--- src/rtl/shift_pkg.sv ---
package shift_pkg;
  typedef enum logic [1:0] {
    MODE_CLEAR = 2'd0,
    MODE_LOAD  = 2'd1,
    MODE_SHIFT = 2'd2,
    MODE_HOLD  = 2'd3
  } shift_mode_e;
endpackage

--- src/rtl/shift_ctrl.sv ---
module shift_ctrl
  import shift_pkg::*;
(
  input  logic        rst,
  input  logic        load_n,
  input  logic        freeze,
  output shift_mode_e mode
);
  // Priority: reset, then load, then freeze, then shift
  always_comb begin
    if (rst)         mode = MODE_CLEAR;
    else if (!load_n) mode = MODE_LOAD;
    else if (freeze)  mode = MODE_HOLD;
    else              mode = MODE_SHIFT;
  end
endmodule

--- src/rtl/shift_stage.sv ---
module shift_stage
  import shift_pkg::*;
#(
  parameter logic CLR_VAL = 1'b0
) (
  input  logic        clk,
  input  shift_mode_e mode,
  input  logic        par_bit,
  input  logic        prev_bit,
  output logic        q
);
  always_ff @(posedge clk) begin
    unique case (mode)
      MODE_CLEAR: q <= CLR_VAL;
      MODE_LOAD:  q <= par_bit;
      MODE_SHIFT: q <= prev_bit;
      MODE_HOLD:  q <= q;
      default:    q <= q;
    endcase
  end
endmodule

--- src/rtl/par_load_shifter.sv ---
module par_load_shifter
  import shift_pkg::*;
#(
  parameter int WIDTH = 8
) (
  input  logic             clk,
  input  logic             rst,
  input  logic             load_n,
  input  logic             freeze,
  input  logic [WIDTH-1:0] par_in,
  input  logic             ser_in,
  output logic             ser_out,
  output logic             ser_out_n
);
  localparam int MSB = WIDTH - 1;

  shift_mode_e      mode;
  logic [WIDTH-1:0] q;
  logic             q_inv;

  shift_ctrl u_ctrl (
    .rst    (rst),
    .load_n (load_n),
    .freeze (freeze),
    .mode   (mode)
  );

  // One flop per stage; stage 0 takes ser_in
  for (genvar i = 0; i < WIDTH; i++) begin : g_stage
    if (i == 0) begin : g_first
      shift_stage #(.CLR_VAL(1'b0)) u_st (
        .clk      (clk),
        .mode     (mode),
        .par_bit  (par_in[i]),
        .prev_bit (ser_in),
        .q        (q[i])
      );
    end else begin : g_rest
      shift_stage #(.CLR_VAL(1'b0)) u_st (
        .clk      (clk),
        .mode     (mode),
        .par_bit  (par_in[i]),
        .prev_bit (q[i-1]),
        .q        (q[i])
      );
    end
  end

  // Separate flop for the inverted output, tracking the last stage
  shift_stage #(.CLR_VAL(1'b1)) u_inv (
    .clk      (clk),
    .mode     (mode),
    .par_bit  (~par_in[MSB]),
    .prev_bit (~q[MSB-1]),
    .q        (q_inv)
  );

  assign ser_out   = q[MSB];
  assign ser_out_n = q_inv;

  initial assert (WIDTH >= 2) else $error("WIDTH must be at least 2 (R9)");

  assert_reset_clears_R1: assert property (@(posedge clk)
    rst |=> (ser_out == 1'b0 && ser_out_n == 1'b1));

  assert_load_capture_R3: assert property (@(posedge clk) disable iff (rst)
    !load_n |=> ser_out == $past(par_in[MSB]));

  assert_shift_step_R5: assert property (@(posedge clk) disable iff (rst)
    (load_n && !freeze) |=> ser_out == $past(q[MSB-1]));

  assert_freeze_hold_R7: assert property (@(posedge clk) disable iff (rst)
    (load_n && freeze) |=> $stable(q));

  assert_complement_R8: assert property (@(posedge clk) disable iff (rst)
    ser_out_n != ser_out);
endmodule

--- config.mk ---
export PLATFORM = sky130hd
export DESIGN_NAME = par_load_shifter
export DESIGN_NICKNAME = d
export VERILOG_FILES = /design/src/rtl/shift_pkg.sv /design/src/rtl/shift_ctrl.sv /design/src/rtl/shift_stage.sv /design/src/rtl/par_load_shifter.sv
export SDC_FILE = /design/constraint.sdc
export NUM_CORES = 1
export LEC_CHECK = 0
export ABC_CLOCK_PERIOD_IN_PS = 1700
export BUFFER_PORTS_ARGS = -buffer_cell sky130_fd_sc_hd__buf_2
export CAP_MARGIN = 0
export CELL_PAD_IN_SITES_DETAIL_PLACEMENT = 1
export CELL_PAD_IN_SITES_GLOBAL_PLACEMENT = 1
export CORE_MARGIN = 3
export CORE_UTILIZATION = 37
export CTS_BUF_LIST = sky130_fd_sc_hd__clkbuf_4 sky130_fd_sc_hd__clkbuf_8 sky130_fd_sc_hd__clkbuf_16
export DETAILED_ROUTE_END_ITERATION = 7
export PLACE_DENSITY_LB_ADDON = 0.1
export SLEW_MARGIN = 10
export SYNTH_ARGS = -nofsm -noshare
export SYNTH_HDL_FRONTEND = slang
export SYNTH_SLANG_ARGS = --single-unit
--- constraint.sdc ---
create_clock -name clk -period 1.7 [get_ports clk]
set_input_delay 0.34 -clock clk [delete_from_list [all_inputs] [get_ports clk]]
set_output_delay 0.34 -clock clk [all_outputs]
set_load 0.02 [all_outputs]
# Yosys cells after proc, flatten, opt, wreduce, memory -nomap -nowiden
# Index checks and enable logic that the tools add are counted.
# classes
multipliers,0
add_sub_neg,0
n_lt_le_gt_ge,0
n_eq_ne,3
shifts,0
n_div,0
reduce_logical,1
n_bitwise,2
muxes,12
# op_table
operator,count
case mux 1 bit (3 select lines),9
"== test 2 bit, second input constant",2
two-way mux 2 bit,2
"== test 2 x 1 -> 1 bit, second input constant",1
zero test 2 bit,1
NOT 1 bit,2
two-way mux 1 bit,1
# word_totals
mem_bits_ro,0
mem_bits_rw,0
inputBits,13
word_cells,27
register_bits,9
mem_count,0
latch_bits,0

# Logic depth before layout (Yosys ltp)
# Gate-level depths: netlist of the first run.
# logic_depth
word_depth,5
mapped_depth,6

# By module
# Synthesis of the first run repeated with hierarchy kept, for this count alone.
# unflattened
cells_unflattened,85
hier_area_um2,832.0
# modules_own_cells
module,area_each_um2,cells_each,instances
shift_stage (g_stage[0].g_first.u_st ...),90.1,9,8
shift_stage (u_inv),88.8,8,1
shift_ctrl,15.0,3,1
par_load_shifter,7.5,2,1

# Least setup slack after synthesis of the first run
# OpenSTA, ideal clock, no wires.
# synth_timing
path_type,input port to flip-flop
start,in load_n
end,"reg g_stage[5].g_rest.u_st.q, data pin"
path_slack_ps,349
arrival_ps,1094
path_buffers,1
stages,6
setup_time_ps,256
required_ps,1444
cell_sequence,nor2b_1 -> inv_1 -> ha_1 -> buf_6 -> a22oi_2 -> nor2b_1
# synth_between
elab_chain_len,4
elab_cells_between_ends,6
# synth_rtl
element,line_no,source
from (decl),par_load_shifter.sv:8,"input logic load_n,"
two-way mux 2 bit *,shift_ctrl.sv:12,else if (!load_n) mode = MODE_LOAD;
two-way mux 2 bit *,shift_ctrl.sv:11,if (rst) mode = MODE_CLEAR;
== test 2 bit (tied with other cells),shift_stage.sv:13,unique case (mode)
case mux 1 bit (3 select lines) *,shift_stage.sv:13,
to (signal assigned),shift_stage.sv:15,MODE_LOAD: q <= par_bit;
to (signal assigned),shift_stage.sv:16,MODE_SHIFT: q <= prev_bit;
to (signal assigned),shift_stage.sv:17,MODE_HOLD: q <= q;
to (decl),shift_stage.sv:10,output logic q
# Mark *: on every way between the ends. The rest lies on a longest branch, timed or not.
# A chain may end at the register's enable or synchronous reset.

# Worst setup path in the final report of the first run
# layout_timing
start,in load_n
end,"reg g_stage[2].g_rest.u_st.q, data pin"
# layout_between
elab_chain_len,4
elab_cells_between_ends,6
# layout_rtl
element,line_no
two-way mux 2 bit *,shift_ctrl.sv:12
two-way mux 2 bit *,shift_ctrl.sv:11
== test 2 bit (tied with other cells),shift_stage.sv:13
case mux 1 bit (3 select lines) *,shift_stage.sv:13
to (signal assigned),shift_stage.sv:15
to (signal assigned),shift_stage.sv:16
to (signal assigned),shift_stage.sv:17
to (decl),shift_stage.sv:10
# Marked as above.

==> impl_metrics.yaml, run 1 <==
power:
  power_frac_seq: 0.511
  p_clk_frac: 0.340
  p_sw_mw: 0.122
  power_frac_comb: 0.149
  powerDensity_mw_per_mm2: 890
  p_int_mw: 0.406
  switching_share: 0.230
  power.leakage_nw: 0.252
  ir_drop_mv: 0.324
logic_synthesis:
  netlist_area_um2: 498
  synthTopCellsByArea: "edfxtp_1, nor2b_1, a22oi_1, ha_1, buf_6"
  syn_nets: 55
  ys_async_sr_fraction: 0
  synth_cell_types: 11
  synth-edff-count: 9
  syn_avg_cell_area_um2: 12.8
  synth.yosys.warnings: 0
  ys_seq_area_frac: 0.543
  netlist.area_leader.share: 0.543
  synth_commonest_cells: "edfxtp_1, nor2b_1, a22oi_1"
  synthFlopType: "edfxtp_1"
  synth_top_area_cell: "edfxtp_1"
  yosys_register_bits: 9
  netlist_instances: 39
setup_path:
  worstPathRequired_ns: 1.71
  critPathMaxFanout: 9
  rrSetupSlack_ns: 0.78
  timing.rr.start: "g_stage[6].g_rest.u_st.q"
  worstSetupEndpointType: "flip-flop"
  rr_worst_depth: 2
  cp.arrival_ns: 1.36
  r2r_end: "g_stage[7].g_rest.u_st.q"
  path_class: "in -> reg"
  crit_path_start_kind: "input pin"
cts:
  cts_setup_buffers: 0
  numCtsBuffers: 3
  clkTransAtPathRegs_ns: 0.06
  cts_resized: 0
  clockRootBuffer: "clkbuf_4"
  cts_tree: "done"
  cts_sinks: 9
  clock_path_buffers: 2
  cts_hold_buf: 0
  clk_latency_ns: 0.25
  cts_htree_levels: 1
sta:
  tightest_slew_ns: 0.385
  timing_hold_violations_final: 0
  timing.fmax_mhz: 742
  final.setup_skew_ns: 0.00341
  final.setup.tns_ns: 0
  final.setup.worst_slack_ns: 0.351
  rsz0062_at_grt: "no"
  min_period_ns: 1.35
  relSlewSlack: 0.743
  post-route-period-util: 0.793
  setup_violations: 0
  fin_hold_ws_ns: 0.435
  slew_violations: 0
job:
  maxCapViolations: 0
routing:
  dr_total_vias: 349
  wl_um: 997
  drt_iter0_markers: 3
  wl_per_cell_um: 14.4
  antenna_left: 0
  remaining_drc_errors: 0
  drtPass1Iterations: 2
  post_drt_via_cell_ratio: 5.06
final_layout:
  fillCellCount: 142
  multi_input_area_um2: 186
  final_cells: 69
  syn_to_final_growth_pct: 19.1
  area.sequential_um2: 270
  num-nets-final: 72
  drive_above_1_share: 0.382
  fin_area_um2: 593
  diodes: 0
global_routing:
  antenna_found_initial: 0
  grt_pass1_vias: 391
  grt_usage: 0.120
  grt_max_degree: 10
  grt_overflow: 0
  grt_pass1_wl_um: 1560
floorplanning:
  die_y_um: 42.7
  die_area_mm2: 0.00182
  initial_core_util: 0.420
  fp.dieW_um: 42.7
  row_count: 12
  core_mm2: 0.00119
  ios: 15
outcome:
  status: "finished clean"
placed_design:
  dp_slack_ns: 0.0711
  io_buffers: 14
  routabilityCongestion: 0.610
  dp.cells: 65
  dp_hpwl_um: 794
  post_dp_cell_area_um2: 563
min_path:
  min_to: "g_stage[1].g_rest.u_st.q"
  min_from: "par_in[1]"
  hold_path_class: "in -> reg"
  hold_depth: 3
layout make-up:
class	count	share of cell area
sequential	9	0.456
clock buffer	4	0.0506
timing repair buffer	14	0.118
tap	14	0.0295
inverter	5	0.0316
multi-input combinational	23	0.314
critical path: stages:
cell and delay [ns]:
buf_2 0.10, nor2b_1 0.23, inv_1 0.07, ha_1 0.32
a22oi_1 0.23, nor2b_1 0.07
through the flow:
stage                      util  total power [mW]
after CTS                 0.500             0.535
after floorplan               -             0.326
final                     0.500             0.528
after global routing      0.500             0.554
after global placement    0.475             0.347
after detailed placement  0.475             0.354
placed cells by master (no fill, tap or decap), drive strengths merged:
cell type / synthesis / layout
a21o: 1 / 1
edfxtp: 9 / 9
buf: 2 / 14
clkbuf: 0 / 4
nor2b: 9 / 9
o221ai: 1 / 1
ha: 3 / 3
a22oi: 8 / 8
inv: 5 / 5
a21oi: 1 / 1
how the worst max path moves through the flow:
| stage | end | start | slack (ns) | cells past startpoint |
|---|---|---|---|---|
| floorplan | g_stage[5].g_rest.u_st.q | load_n | 0.35 | 6 |
| global placement | g_stage[6].g_rest.u_st.q | load_n | 0.17 | 6 |
| detailed placement | g_stage[2].g_rest.u_st.q | load_n | 0.07 | 6 |
| CTS | g_stage[2].g_rest.u_st.q | load_n | 0.34 | 6 |
| global route | g_stage[2].g_rest.u_st.q | load_n | 0.23 | 6 |
| finish | g_stage[2].g_rest.u_st.q | load_n | 0.35 | 6 |
power by group through the flow:
stage,sequential [mW],combinational [mW],clock (mW)
floorplan,0.279,0.0471,0
global placement,0.273,0.0740,0
detailed placement,0.275,0.0792,0
CTS,0.270,0.0795,0.186
global route,0.272,0.0869,0.195
finish,0.270,0.0785,0.180
logic make-up after synthesis:
kind of cell	synth area share
AOI/OAI and AO/OA	0.186
adders and majority gates	0.0754
buffers and inverters	0.0829
DFF	0.543
and+or+nand+nor	0.113
per-layer routing:
| layer | global-route usage | wire (um) | share of wire | vias to the layer above |
|---|---|---|---|---|
| li1 | - | - | - | 174 |
| met1 | 0.109 | 393 | 0.39 | 161 |
| met2 | 0.231 | 537 | 0.54 | 12 |
| met3 | 0.0297 | 61 | 0.061 | 2 |
| met4 | 0.0745 | 4 | 0.0040 | 0 |
| met5 | 0 | 0 | 0 | - |
flip-flops by register name, summed over array words and instances (netlist names):
name	cells
g_stage.g_rest.u_st.q	7
g_stage.g_first.u_st.q	1
u_inv.q	1
(Power assumes the default switching activity.)
==> run 2: changes to the inputs <==
--- a/config.mk
+++ b/config.mk
@@ -5,7 +5,7 @@
 export SDC_FILE = /design/constraint.sdc
 export NUM_CORES = 1
 export LEC_CHECK = 0
-export ABC_CLOCK_PERIOD_IN_PS = 1700
+export ABC_CLOCK_PERIOD_IN_PS = 1350
 export BUFFER_PORTS_ARGS = -buffer_cell sky130_fd_sc_hd__buf_2
 export CAP_MARGIN = 0
 export CELL_PAD_IN_SITES_DETAIL_PLACEMENT = 1
==> constraint.sdc (replaced) <==
create_clock -name clk -period 1.35 [get_ports clk]
set_input_delay 0.27 -clock clk [delete_from_list [all_inputs] [get_ports clk]]
set_output_delay 0.27 -clock clk [all_outputs]
set_load 0.02 [all_outputs]
==> run 2 against run 1 <==
Compared with the run above:
- critical path type unchanged
- routed wire length is 0.70% higher
- largest power group unchanged
- critical path depth is 1 lower
- sequential power is 26% higher
- cell area is 0.42% higher
- cell count stayed put
==> impl_metrics.yaml, run 2 (synthesized netlist as in run 1, its figures left out) <==
outcome:
  status: "finished clean"
final_layout:
  diodes: 0
  fin_area_um2: 596
  syn_to_final_growth_pct: 19.6
  reg_top3: "g_stage.g_rest.u_st.q x7, g_stage.g_first.u_st.q x1, u_inv.q x1"
  mostFrequentLayoutCells: "buf_2, nor2b_1, edfxtp_1"
  largest_reg_flops: 7
  final_core_util: 0.502
  num-nets-final: 72
  drive_above_1_share: 0.400
  regMostFlops: "g_stage.g_rest.u_st.q"
  final_common_cell: "buf_2"
routing:
  wl_per_cell_um: 14.6
  antenna_left: 0
  wl_um: 1000
  post_drt_via_cell_ratio: 5.16
  drtPass1Iterations: 1
  dr_total_vias: 356
  remaining_drc_errors: 0
  drt_iter0_markers: 0
power:
  p_int_mw: 0.513
  switching_share: 0.238
  power.leakage_nw: 0.251
  p_total_mw: 0.673
  ir_drop_mv: 0.485
  power_frac_seq: 0.505
  powerDensity_mw_per_mm2: 1130
  p_clk_frac: 0.348
  power_frac_comb: 0.147
  p_sw_mw: 0.160
setup_path:
  r2r_end: "g_stage[7].g_rest.u_st.q"
  worstSetupEndpointType: "flip-flop"
  rrSetupSlack_ns: 0.45
  worst_path_max_delay_cell: "ha_1"
  rr_worst_depth: 2
  crit_path_start_kind: "input pin"
  worstPathRequired_ns: 1.46
  path_class: "in -> reg"
  cp_cell_sequence: "buf_2, nor2b_1, ha_1, a22oi_1, nor2b_1"
  cp.arrival_ns: 1.34
  critPathMaxFanout: 9
  worst_path_most_repeated_cell: "nor2b_1"
  max_stage_delay_ns: 0.43
  timing.rr.start: "g_stage[6].g_rest.u_st.q"
sta:
  tightest_slew_ns: 0.372
  post-route-period-util: 0.913
  rsz0062_at_grt: "no"
  final.setup.tns_ns: 0
  fin_hold_ws_ns: 0.352
  timing.fmax_mhz: 811
  relSlewSlack: 0.752
  final.setup_skew_ns: 0.00439
  slew_violations: 0
  setup_violations: 0
  timing_hold_violations_final: 0
  min_period_ns: 1.23
global_routing:
  grt_overflow: 0
  grt_max_degree: 10
  antenna_found_initial: 0
  grt_usage: 0.118
  grt_pass1_vias: 388
  grt_pass1_wl_um: 1610
job:
  maxCapViolations: 0
cts:
  cts_tree: "done"
  cts_hold_buf: 0
  clockRootBuffer: "clkbuf_4"
  cts_htree_levels: 1
  cts_sinks: 9
  numCtsBuffers: 3
  clk_latency_ns: 0.26
  clkTransAtPathRegs_ns: 0.07
  clock_path_buffers: 2
placed_design:
  io_buffers: 14
  routabilityCongestion: 0.611
  post_dp_cell_area_um2: 563
min_path:
  hold_depth: 3
  min_from: "par_in[1]"
  min_to: "g_stage[1].g_rest.u_st.q"
  hold_path_class: "in -> reg"
floorplanning:
  core_mm2: 0.00119
  die_area_mm2: 0.00182
  ios: 15
  fp.dieW_um: 42.7
  initial_core_util: 0.420
  die_y_um: 42.7
  row_count: 12
==> run 2: cell types whose count changed in the layout (fill, tap and decap cells not counted) <==
cell  previous run  this run
ha_1             3         2
ha_2             0         1
==> run 2: how the worst max path moves through the flow <==
stage                     cells past startpoint                       end  startpoint
after CTS                                     6  g_stage[2].g_rest.u_st.q      load_n
after global routing                          5  g_stage[2].g_rest.u_st.q      load_n
after floorplan                               6  g_stage[5].g_rest.u_st.q      load_n
after detailed placement                      6  g_stage[2].g_rest.u_st.q      load_n
final                                         5  g_stage[2].g_rest.u_st.q      load_n
after global placement                        6  g_stage[6].g_rest.u_st.q      load_n
==> run 2: metal layers <==
metal	vias up	track usage	share of wire
li1	174	-	-
met1	170	0.128	0.39
met2	12	0.216	0.55
met3	0	0.0339	0.065
met4	0	0.0373	0
met5	-	0	0
==> run 2: critical path, delay by kind of cell <==
family / cells / cell delay, ns
fa+ha+maj: 1 / 0.43
simple gates: 2 / 0.39
compound gates: 1 / 0.16
buf+inv: 1 / 0.10
==> run 2: timing repair <==
| item | 4_1_cts | 5_1_grt |
|---|---|---|
| setup buffers | 0 | 0 |
| resized for setup | 0 | 1 |
| endpoints found under the setup margin | 0 | 1 |
| endpoints found under the hold margin | 0 | 0 |
==> run 2: layout make-up <==
cell class,count,area [um^2]
timing repair buffer,14,70.1
tap,14,17.5
sequential,9,270
fill,142,591
multi-input combinational,23,189
clock buffer,4,30.0
inverter,5,18.8
==> run 2: power groups by stage <==
| stage | combinational, mW | sequential, mW | clock (mW) |
|---|---|---|---|
| 2_1_floorplan | 0.0593 | 0.352 | 0 |
| 6_report | 0.0989 | 0.340 | 0.234 |
| 4_1_cts | 0.101 | 0.341 | 0.237 |
| 3_3_place_gp | 0.0930 | 0.344 | 0 |
| 3_5_place_dp | 0.101 | 0.347 | 0 |
| 5_1_grt | 0.111 | 0.343 | 0.246 |
==> run 2: stage by stage <==
step | worst slack (ns) | std cells
3_3_place_gp | -0.111 | 65
3_5_place_dp | -0.195 | 65
5_1_grt | 0.0228 | 69
2_1_floorplan | 0.0693 | 39
6_report | 0.117 | 69
4_1_cts | 0.0729 | 69
==> run 3: changes to the inputs <==
--- a/config.mk
+++ b/config.mk
@@ -15,6 +15,7 @@
 export CTS_BUF_LIST = sky130_fd_sc_hd__clkbuf_4 sky130_fd_sc_hd__clkbuf_8 sky130_fd_sc_hd__clkbuf_16
 export DETAILED_ROUTE_END_ITERATION = 7
 export PLACE_DENSITY_LB_ADDON = 0.1
+export RECOVER_POWER = 50
 export SLEW_MARGIN = 10
 export SYNTH_ARGS = -nofsm -noshare
 export SYNTH_HDL_FRONTEND = slang
==> run 3 against run 2 <==
Compared with the run above:
- die area did not move
- hold slack unchanged
- cell count unchanged
- highest routed layer unchanged
- combinational power down 2%
- largest power group unchanged
- total power is 0.19% lower
==> impl_metrics.yaml, run 3 (synthesized netlist as in run 1, its figures left out) <==
outcome:
  status: "finished clean"
power:
  power.leakage_nw: 0.244
  p_total_mw: 0.671
  power_frac_seq: 0.507
  switching_share: 0.239
  p_clk_frac: 0.349
  power_frac_comb: 0.145
  ir_drop_mv: 0.485
  p_sw_mw: 0.160
  p_int_mw: 0.511
  powerDensity_mw_per_mm2: 1130
sta:
  setup_violations: 0
  relSlewSlack: 0.752
  rsz0062_at_grt: "no"
  tightest_slew_ns: 0.372
  slew_violations: 0
  final.setup_skew_ns: 0.00439
  timing.fmax_mhz: 811
  timing_hold_violations_final: 0
  post-route-period-util: 0.913
  min_period_ns: 1.23
  fin_hold_ws_ns: 0.352
final_layout:
  fin_area_um2: 593
  fillCellCount: 144
  num-nets-final: 72
  mostFrequentLayoutCells: "buf_2, nor2b_1, edfxtp_1"
  largest_reg_flops: 7
  final_common_cell: "buf_2"
  drive_above_1_share: 0.364
  diodes: 0
  final_cells: 69
  reg_top3: "g_stage.g_rest.u_st.q x7, g_stage.g_first.u_st.q x1, u_inv.q x1"
  regMostFlops: "g_stage.g_rest.u_st.q"
  syn_to_final_growth_pct: 19.1
global_routing:
  grt_max_degree: 10
  grt_usage: 0.118
  grt_overflow: 0
  grt_pass1_wl_um: 1610
  antenna_found_initial: 0
  grt_pass1_vias: 388
placed_design:
  io_buffers: 14
  dp.cells: 65
  routabilityCongestion: 0.611
  post_dp_cell_area_um2: 563
cts:
  cts_setup_buffers: 0
  cts_tree: "done"
  clock_path_buffers: 2
  clkTransAtPathRegs_ns: 0.07
  clockRootBuffer: "clkbuf_4"
  numCtsBuffers: 3
  cts_sinks: 9
  clk_latency_ns: 0.26
  cts_htree_levels: 1
min_path:
  hold_depth: 3
  hold_path_class: "in -> reg"
floorplanning:
  core_mm2: 0.00119
  fp.dieW_um: 42.7
  die_area_mm2: 0.00182
  initial_core_util: 0.420
  row_count: 12
  die_y_um: 42.7
  ios: 15
setup_path:
  path_class: "in -> reg"
  worstSetupEndpointType: "flip-flop"
  rr_worst_depth: 2
  cp_cell_sequence: "buf_2, nor2b_1, ha_1, a22oi_1, nor2b_1"
  cp.arrival_ns: 1.34
  critical_path.top_delay_family: "adder cells"
  cp.depth: 5
  critPathBufInv: 1
  crit_path_start_kind: "input pin"
  max_stage_delay_ns: 0.43
  critPathMaxFanout: 9
  worst_path_most_repeated_cell: "nor2b_1"
  worst_path_max_delay_cell: "ha_1"
  worstPathRequired_ns: 1.46
routing:
  wl_per_cell_um: 14.6
  drt_iter0_markers: 0
  wl_um: 1010
  dr_total_vias: 356
  remaining_drc_errors: 0
  antenna_left: 0
  post_drt_via_cell_ratio: 5.16
  drtPass1Iterations: 1
job:
  maxCapViolations: 0
-- run 3: cell count changes in the layout (fill, tap and decap cells not counted), sizes merged --
| cell | change |
|---|---|
| buf | -2 |
| clkbuf | +2 |
-- run 3: per-stage QoR --
step,setup WS [ns],util,setup TNS [ns]
global placement,-0.111,0.475,-0.711
detailed placement,-0.195,0.475,-1.58
finish,0.117,0.500,0
floorplan,0.0693,-,0
global route,0.0228,0.500,0
CTS,0.0729,0.500,0
-- run 3: power groups by stage --
| stage | clock [mW] | sequential [mW] | combinational (mW) |
|---|---|---|---|
| 3_5_place_dp | 0 | 0.347 | 0.101 |
| 6_report | 0.234 | 0.340 | 0.0972 |
| 3_3_place_gp | 0 | 0.344 | 0.0930 |
| 4_1_cts | 0.237 | 0.341 | 0.101 |
| 2_1_floorplan | 0 | 0.352 | 0.0593 |
| 5_1_grt | 0.246 | 0.343 | 0.109 |
-- run 3: tightest hold or removal path: stages --
cell	delay, ns
buf_2	0.08
a22oi_1	0.05
nor2b_1	0.10
-- run 3: layout make-up --
type / instances / area (um^2) / share of cell area
Tap cell: 14 / 17.5 / 0.0295
Multi-Input combinational cell: 23 / 189 / 0.319
Clock buffer: 4 / 30.0 / 0.0506
Timing Repair Buffer: 14 / 67.6 / 0.114
Sequential cell: 9 / 270 / 0.456
Inverter: 5 / 18.8 / 0.0316
-- run 3: final timing paths --
check,startpoint,to,slack [ns]
worst min-delay path,par_in[1],g_stage[1].g_rest.u_st.q,0.35
worst max register to register,g_stage[6].g_rest.u_st.q,g_stage[7].g_rest.u_st.q,0.45
worst min register to register,g_stage[4].g_rest.u_st.q,g_stage[5].g_rest.u_st.q,0.62
worst max-delay path,load_n,g_stage[2].g_rest.u_st.q,0.12
-- run 3: repair_timing --
item	in CTS	in global routing
setup endpoints to repair	0	1
resized for setup	0	1
hold buffers	0	0
-- run 3: per-layer routing --
| metal | GRT usage | vias to the layer above | share of wire |
|---|---|---|---|
| met1 | 0.128 | 170 | 0.39 |
| li1 | - | 174 | - |
| met4 | 0.0373 | 0 | 0 |
| met3 | 0.0339 | 0 | 0.067 |
| met2 | 0.216 | 12 | 0.54 |
| met5 | 0 | - | 0 |
